<file path="config.mk">
export PLATFORM = sky130hd
export DESIGN_NAME = tirq_flag
export DESIGN_NICKNAME = d
export VERILOG_FILES = /design/src/rtl/tirq_pkg.sv /design/src/rtl/tirq_decode.sv /design/src/rtl/tirq_mask.sv /design/src/rtl/tirq_pending.sv /design/src/rtl/tirq_flag.sv
export SDC_FILE = /design/constraint.sdc
export NUM_CORES = 1
export LEC_CHECK = 0
export CAP_MARGIN = 15
export CORE_AREA = 2 2 39 41
export DETAILED_ROUTE_END_ITERATION = 16
export DIE_AREA = 0 0 41 43
export RECOVER_POWER = 100
export SYNTH_ARGS = -nofsm -noshare
export SYNTH_HDL_FRONTEND = slang
export SYNTH_SLANG_ARGS = --single-unit
export TNS_END_PERCENT = 5
</file>
<file path="constraint.sdc">
create_clock -name clk -period 1.25 [get_ports clk]
set_input_delay 0.1875 -clock clk [delete_from_list [all_inputs] [get_ports clk]]
set_output_delay 0.1875 -clock clk [all_outputs]
set_load 0.005 [all_outputs]
</file>
<file path="src/rtl/tirq_pkg.sv">
package tirq_pkg;

    // Decoded bus actions for one cycle
    typedef struct packed {
        logic status_rd;   // status location is being read (peek or not)
        logic status_clr;  // status read that acknowledges
        logic mask_wr;     // mask location is being written
    } tirq_cmd_t;

    typedef struct packed {
        logic mask;
    } tirq_mask_state_t;

    typedef struct packed {
        logic pend;
    } tirq_pend_state_t;

endpackage

</file>
<file path="src/rtl/tirq_decode.sv">
module tirq_decode
    import tirq_pkg::*;
(
    input  logic      st_sel_i,
    input  logic      msk_sel_i,
    input  logic      rd_i,
    input  logic      wr_i,
    input  logic      peek_i,
    output tirq_cmd_t cmd_o
);

    always_comb begin
        cmd_o            = '0;
        cmd_o.status_rd  = st_sel_i & rd_i;
        cmd_o.status_clr = st_sel_i & rd_i & ~peek_i;
        cmd_o.mask_wr    = msk_sel_i & wr_i;
    end

endmodule

</file>
<file path="src/rtl/tirq_mask.sv">
module tirq_mask
    import tirq_pkg::*;
(
    input  logic clk,
    input  logic rst_n,
    input  logic mask_wr_i,
    input  logic mask_bit_i,
    output logic mask_o
);

    tirq_mask_state_t state_d, state_q;

    always_comb begin
        state_d = state_q;
        if (mask_wr_i) begin
            state_d.mask = mask_bit_i;
        end
    end

    always_ff @(posedge clk) begin
        if (!rst_n) begin
            state_q <= '0;
        end else begin
            state_q <= state_d;
        end
    end

    assign mask_o = state_q.mask;

    AST_MASK_CAPTURE: assert property (@(posedge clk) disable iff (!rst_n)
        mask_wr_i |=> (mask_o == $past(mask_bit_i)));

    AST_MASK_HOLD: assert property (@(posedge clk) disable iff (!rst_n)
        !mask_wr_i |=> $stable(mask_o));

endmodule

</file>
<file path="src/rtl/tirq_pending.sv">
module tirq_pending
    import tirq_pkg::*;
(
    input  logic clk,
    input  logic rst_n,
    input  logic tick_i,
    input  logic mask_i,
    input  logic clr_i,
    input  logic peek_rd_i,
    output logic pend_o
);

    tirq_pend_state_t state_d, state_q;

    always_comb begin
        state_d = state_q;
        if (clr_i) begin
            state_d.pend = 1'b0;
        end
        // an accepted tick overrides a simultaneous acknowledge
        if (tick_i && !mask_i) begin
            state_d.pend = 1'b1;
        end
    end

    always_ff @(posedge clk) begin
        if (!rst_n) begin
            state_q <= '0;
        end else begin
            state_q <= state_d;
        end
    end

    assign pend_o = state_q.pend;

    AST_ACK_CLEARS: assert property (@(posedge clk) disable iff (!rst_n)
        (clr_i && !tick_i) |=> !pend_o);

    AST_PEEK_KEEPS: assert property (@(posedge clk) disable iff (!rst_n)
        (peek_rd_i && !clr_i && !tick_i) |=> $stable(pend_o));

    AST_TICK_SETS: assert property (@(posedge clk) disable iff (!rst_n)
        (tick_i && !mask_i) |=> pend_o);

    AST_MASKED_TICK: assert property (@(posedge clk) disable iff (!rst_n)
        mask_i |=> !$rose(pend_o));

endmodule

</file>
<file path="src/rtl/tirq_flag.sv">
module tirq_flag
    import tirq_pkg::*;
#(
    parameter int DATA_W = 8
) (
    input  logic              clk,
    input  logic              rst_n,
    input  logic              tick_i,
    input  logic              st_sel_i,
    input  logic              msk_sel_i,
    input  logic              rd_i,
    input  logic              wr_i,
    input  logic              peek_i,
    input  logic [DATA_W-1:0] wdata_i,
    output logic [DATA_W-1:0] rdata_o,
    output logic              irq_o
);

    localparam int FLAG_BIT = DATA_W - 1;

    tirq_cmd_t cmd;
    logic      mask_q;
    logic      pend_q;
    logic      unused_wdata_low;

    assign unused_wdata_low = ^wdata_i[FLAG_BIT-1:0];

    tirq_decode u_decode (
        .st_sel_i (st_sel_i),
        .msk_sel_i(msk_sel_i),
        .rd_i     (rd_i),
        .wr_i     (wr_i),
        .peek_i   (peek_i),
        .cmd_o    (cmd)
    );

    tirq_mask u_mask (
        .clk       (clk),
        .rst_n     (rst_n),
        .mask_wr_i (cmd.mask_wr),
        .mask_bit_i(wdata_i[FLAG_BIT]),
        .mask_o    (mask_q)
    );

    tirq_pending u_pending (
        .clk      (clk),
        .rst_n    (rst_n),
        .tick_i   (tick_i),
        .mask_i   (mask_q),
        .clr_i    (cmd.status_clr),
        .peek_rd_i(cmd.status_rd),
        .pend_o   (pend_q)
    );

    always_comb begin
        rdata_o = '0;
        if (cmd.status_rd) begin
            rdata_o[FLAG_BIT] = pend_q;
        end
    end

    assign irq_o = pend_q & ~mask_q;

    AST_IRQ_ACK: assert property (@(posedge clk) disable iff (!rst_n)
        (st_sel_i && rd_i && !peek_i && !tick_i) |=> !irq_o);

    AST_MASK_SILENCES: assert property (@(posedge clk) disable iff (!rst_n)
        (msk_sel_i && wr_i && wdata_i[FLAG_BIT]) |=> !irq_o);

    AST_RACE_TICK_WINS: assert property (@(posedge clk) disable iff (!rst_n)
        (tick_i && !mask_q && !(msk_sel_i && wr_i && wdata_i[FLAG_BIT])) |=> irq_o);

    AST_IDLE_BUS_ZERO: assert property (@(posedge clk) disable iff (!rst_n)
        !(st_sel_i && rd_i) |-> (rdata_o == '0));

endmodule

</file>
Word-level counts from Yosys, hierarchy flattened. Cells that the tools add are included.

Bits of input ports: 16. Logic and storage cells: 14. Output and inout bits: 9. Flip-flop bits (word level): 2.

Reduce and logical (&&, ||, !) cells: 3. Bitwise gates (word level): 6. Mux-type cells: 3.

Operators by type and width (count): $and 1x1->1 (4); $mux 1 (3); $not 1->1 (2); $reduce_bool 2->1 (1); $logic_and 1x1->1 (1); $logic_not 1->1 (1).

Depth between registers and ports, before layout.
Word-level depth: 4. Depth in mapped cells: 2. Mapped depth without buffers: 2.

Cells and area by module. A second synthesis with hierarchy kept.

Cells, all modules: 20. Area total of the unflattened synthesis: 177.7 um^2.

Modules (own cells, without submodules): tirq_flag (sequential area each 0.0 um^2, times used 1, area each 76.3 um^2, cells each 10); tirq_pending (sequential area each 20.0 um^2, times used 1, area each 43.8 um^2, cells each 4); tirq_mask (sequential area each 20.0 um^2, times used 1, area each 36.3 um^2, cells each 3); tirq_decode (sequential area each 0.0 um^2, times used 1, area each 21.3 um^2, cells each 3).

Worst setup path after synthesis. Ideal clock, no wire load.

Path type: register to register. Start point: register u_pending.pend_o (netlist name). End point: register u_pending.state_q, in the netlist u_pending.pend_o. Cell stages (with the launch flop): 3. Library setup time: 0.120 ns. Period minus slack after synthesis: 0.782 ns. Data required time: 1.130 ns. Arrival time: 0.662 ns. Path buffers: 0. Slack: 0.468 ns. Cell sequence: dfxtp_1 > a21boi_1 > o31a_1.

RTL lines: end signal, assigned (RTL line tirq_pending.sv:30) `state_q <= state_d;`; end, declared (RTL line tirq_pending.sv:13) `tirq_pend_state_t state_d, state_q;`.

Final worst setup path.
Start point: input st_sel_i. End point: output rdata_o[7].

Longest elaborated chain between the ends: 2.

Ends and longest elaborated chain: start, declared (RTL line tirq_flag.sv:9) `input logic st_sel_i,`; $and 1x1->1 (RTL line tirq_decode.sv:14) `cmd_o.status_rd = st_sel_i & rd_i;`; $mux 1 (RTL line tirq_flag.sv:57) `if (cmd.status_rd) begin`; end, declared (RTL line tirq_flag.sv:15) `output logic [DATA_W-1:0] rdata_o,`.

Every way passes these cells.

==> run summary <==
DP HPWL -> 241.9 um
max cap viols -> 0
beginning of the critical path -> st_sel_i
CTS tree -> built
min-delay src -> rst_n
Syn Inst Count -> 19
first-pass GRT wire length -> 579 um
final core occ -> 19.26%
Register Area -> 40.04 um^2
critical path class -> in -> out
grt total ovfl -> 0
RSZ-0062 raised after global routing -> no
syn_area_per_cell -> 8.429 um^2
Worst Path Required -> 1060 ps
Die Area -> 1763 um^2
total number of vias -> 151
Peak VDD IR -> 0.0003891 V
CP max FO -> 2
multi-input logic area -> 90.09 um^2
PD cells -> 985.0 nW/um^2
fillers -> 158
post-CTS setup buffers -> 0
register area share after synthesis -> 25.00%
Worst Hold Class -> in -> reg
worst r2r src -> u_pending.pend_o
Die Wd -> 41 um
Sum Neg Setup Slack -> 0 ps
most frequent cells in the layout -> 7 x conb_1, 7 x clkdlybuf4s50_1, 3 x clkbuf_4
wirelength, routed -> 304 um
CTS Sinks -> 2
Yosys reg bits -> 2
cts hold-fix bufs -> 0
drt wl/cell -> 6.468 um
H-tree depth -> 1
Core ar. -> 1384 um^2
Final Hold Slack -> 552.4 ps
Arrival @ worst endpoint -> 930 ps
Clock Path Buffers -> 2
Post-route DRC -> 0
Post-Syn Area -> 160.2 um^2
initial antenna violation count -> 0
number of buffers created by CTS -> 3
Synth cell types -> 10
ANT cells -> 0
Root Buffer -> clkbuf_4
synth-to-layout area growth -> 66.41%
Slew Viols, Final -> 0
drt via density -> 3.213
share of layout cells above drive strength 1 -> 16.13%
I/O pin count -> 25
min cycle time layout -> 1120 ps
clock slew at reported path FFs -> 30 ps
endpoints failing setup -> 0
nets@finish -> 49
DRT iter0 DRCs -> 0
Final Hold Viols -> 0
Pleak -> 0.1251 nW
die height -> 43 um
status -> complete, no violations
Startpoint Class -> input port
Final GP Congestion -> 0.5794
I/O Buffers -> 10
Layout Skew -> 3.267 ps
Rows -> 14
crit end category -> output pin
Pre-antenna DRT Iters -> 1
vias in the first global route -> 165
largest net degree at the start of global routing -> 5
total global-route track usage -> 5.500%
Clock Latency Late Sink -> 220 ps
f_max -> 0.8926 GHz
Routed Antenna Nets -> 0
Tcrit/Tclk final -> 89.63%
synth warn -> 0
starting density of the core -> 11.57%
## worst max-delay path, stage by stage
cell and delay, ps:
clkdlybuf4s50_1 470, and3_2 170, clkbuf_2 100
## repair_timing
item,in CTS,in global routing
setup endpoints to repair,2,1
pin swaps,0,0
hold endpoints to repair,0,0
gates resized for setup,4,1
## sequential cells by signal (all words and copies together), names as in the netlist
name,cells
u_mask.mask_o,1
u_pending.pend_o,1
## cells in the mapped netlist (all sizes together)
| master | count | area, um^2 |
|---|---|---|
| nor2b | 2 | 12.51 |
| o31a | 1 | 8.760 |
| dfxtp | 2 | 40.04 |
| a21boi | 2 | 15.01 |
| buf | 7 | 52.55 |
| and3 | 2 | 13.77 |
| and2 | 1 | 6.260 |
| o21a | 1 | 7.510 |
| conb | 1 | 3.750 |
## final cells by class
type	count	area share [%]
Timing Repair Buffer	10	35.21
Multi-Input combinational cell	16	33.80
Sequential cell	2	15.02
Clock buffer	3	8.451
Tap cell	16	7.512
## cell families (layout without fill, tap and decap cells)
logic type	Yosys count	after routing	synth area share [%]
AO/OA/AOI/OAI	4	4	19.53
flip-flops	2	2	25.00
buffers and inverters	7	13	32.81
AND/OR/NAND/NOR	5	5	20.32
other	1	7	2.342
## per-stage QoR
stage / std cells / instance area, um^2 / worst slack [ps] / power, mW
after global placement: 44 / 250.2 / -247.7 / 0.1262
after floorplan: 25 / 182.7 / 468.2 / 0.1059
after global routing: 47 / 266.5 / 52.48 / 0.2871
final: 47 / 266.5 / 129.6 / 0.2625
after detailed placement: 44 / 250.2 / -256.2 / 0.1263
after CTS: 47 / 272.8 / 34.22 / 0.2764
## routing by layer
layer / vias to the layer above / global-route usage, % / part of all wire [%]
met1: 68 / 3.810 / 27
met5: - / 0 / 0
met4: 0 / 8.000 / 0
met2: 9 / 7.813 / 63
li1: 74 / - / -
met3: 0 / 3.141 / 9.9
## path summary, 6_finish.rpt
kind	to	slack (ps)	depth (start not counted)
worst max-delay path	rdata_o[7]	130	3
worst min register to register	u_pending.pend_o	580	2
worst max register to register	u_pending.pend_o	430	2
worst min-delay path	u_pending.pend_o	550	2
## power breakdown
| part | total (mW) | internal [mW] | switching, mW |
|---|---|---|---|
| logic | 0.0494 | 0.0342 | 0.0152 |
| clock network | 0.141 | 0.106 | 0.0355 |
| registers | 0.0718 | 0.0688 | 0.00300 |
| total | 0.262 | 0.209 | 0.0536 |
Note: power is estimated with default switching activity, not from simulation.
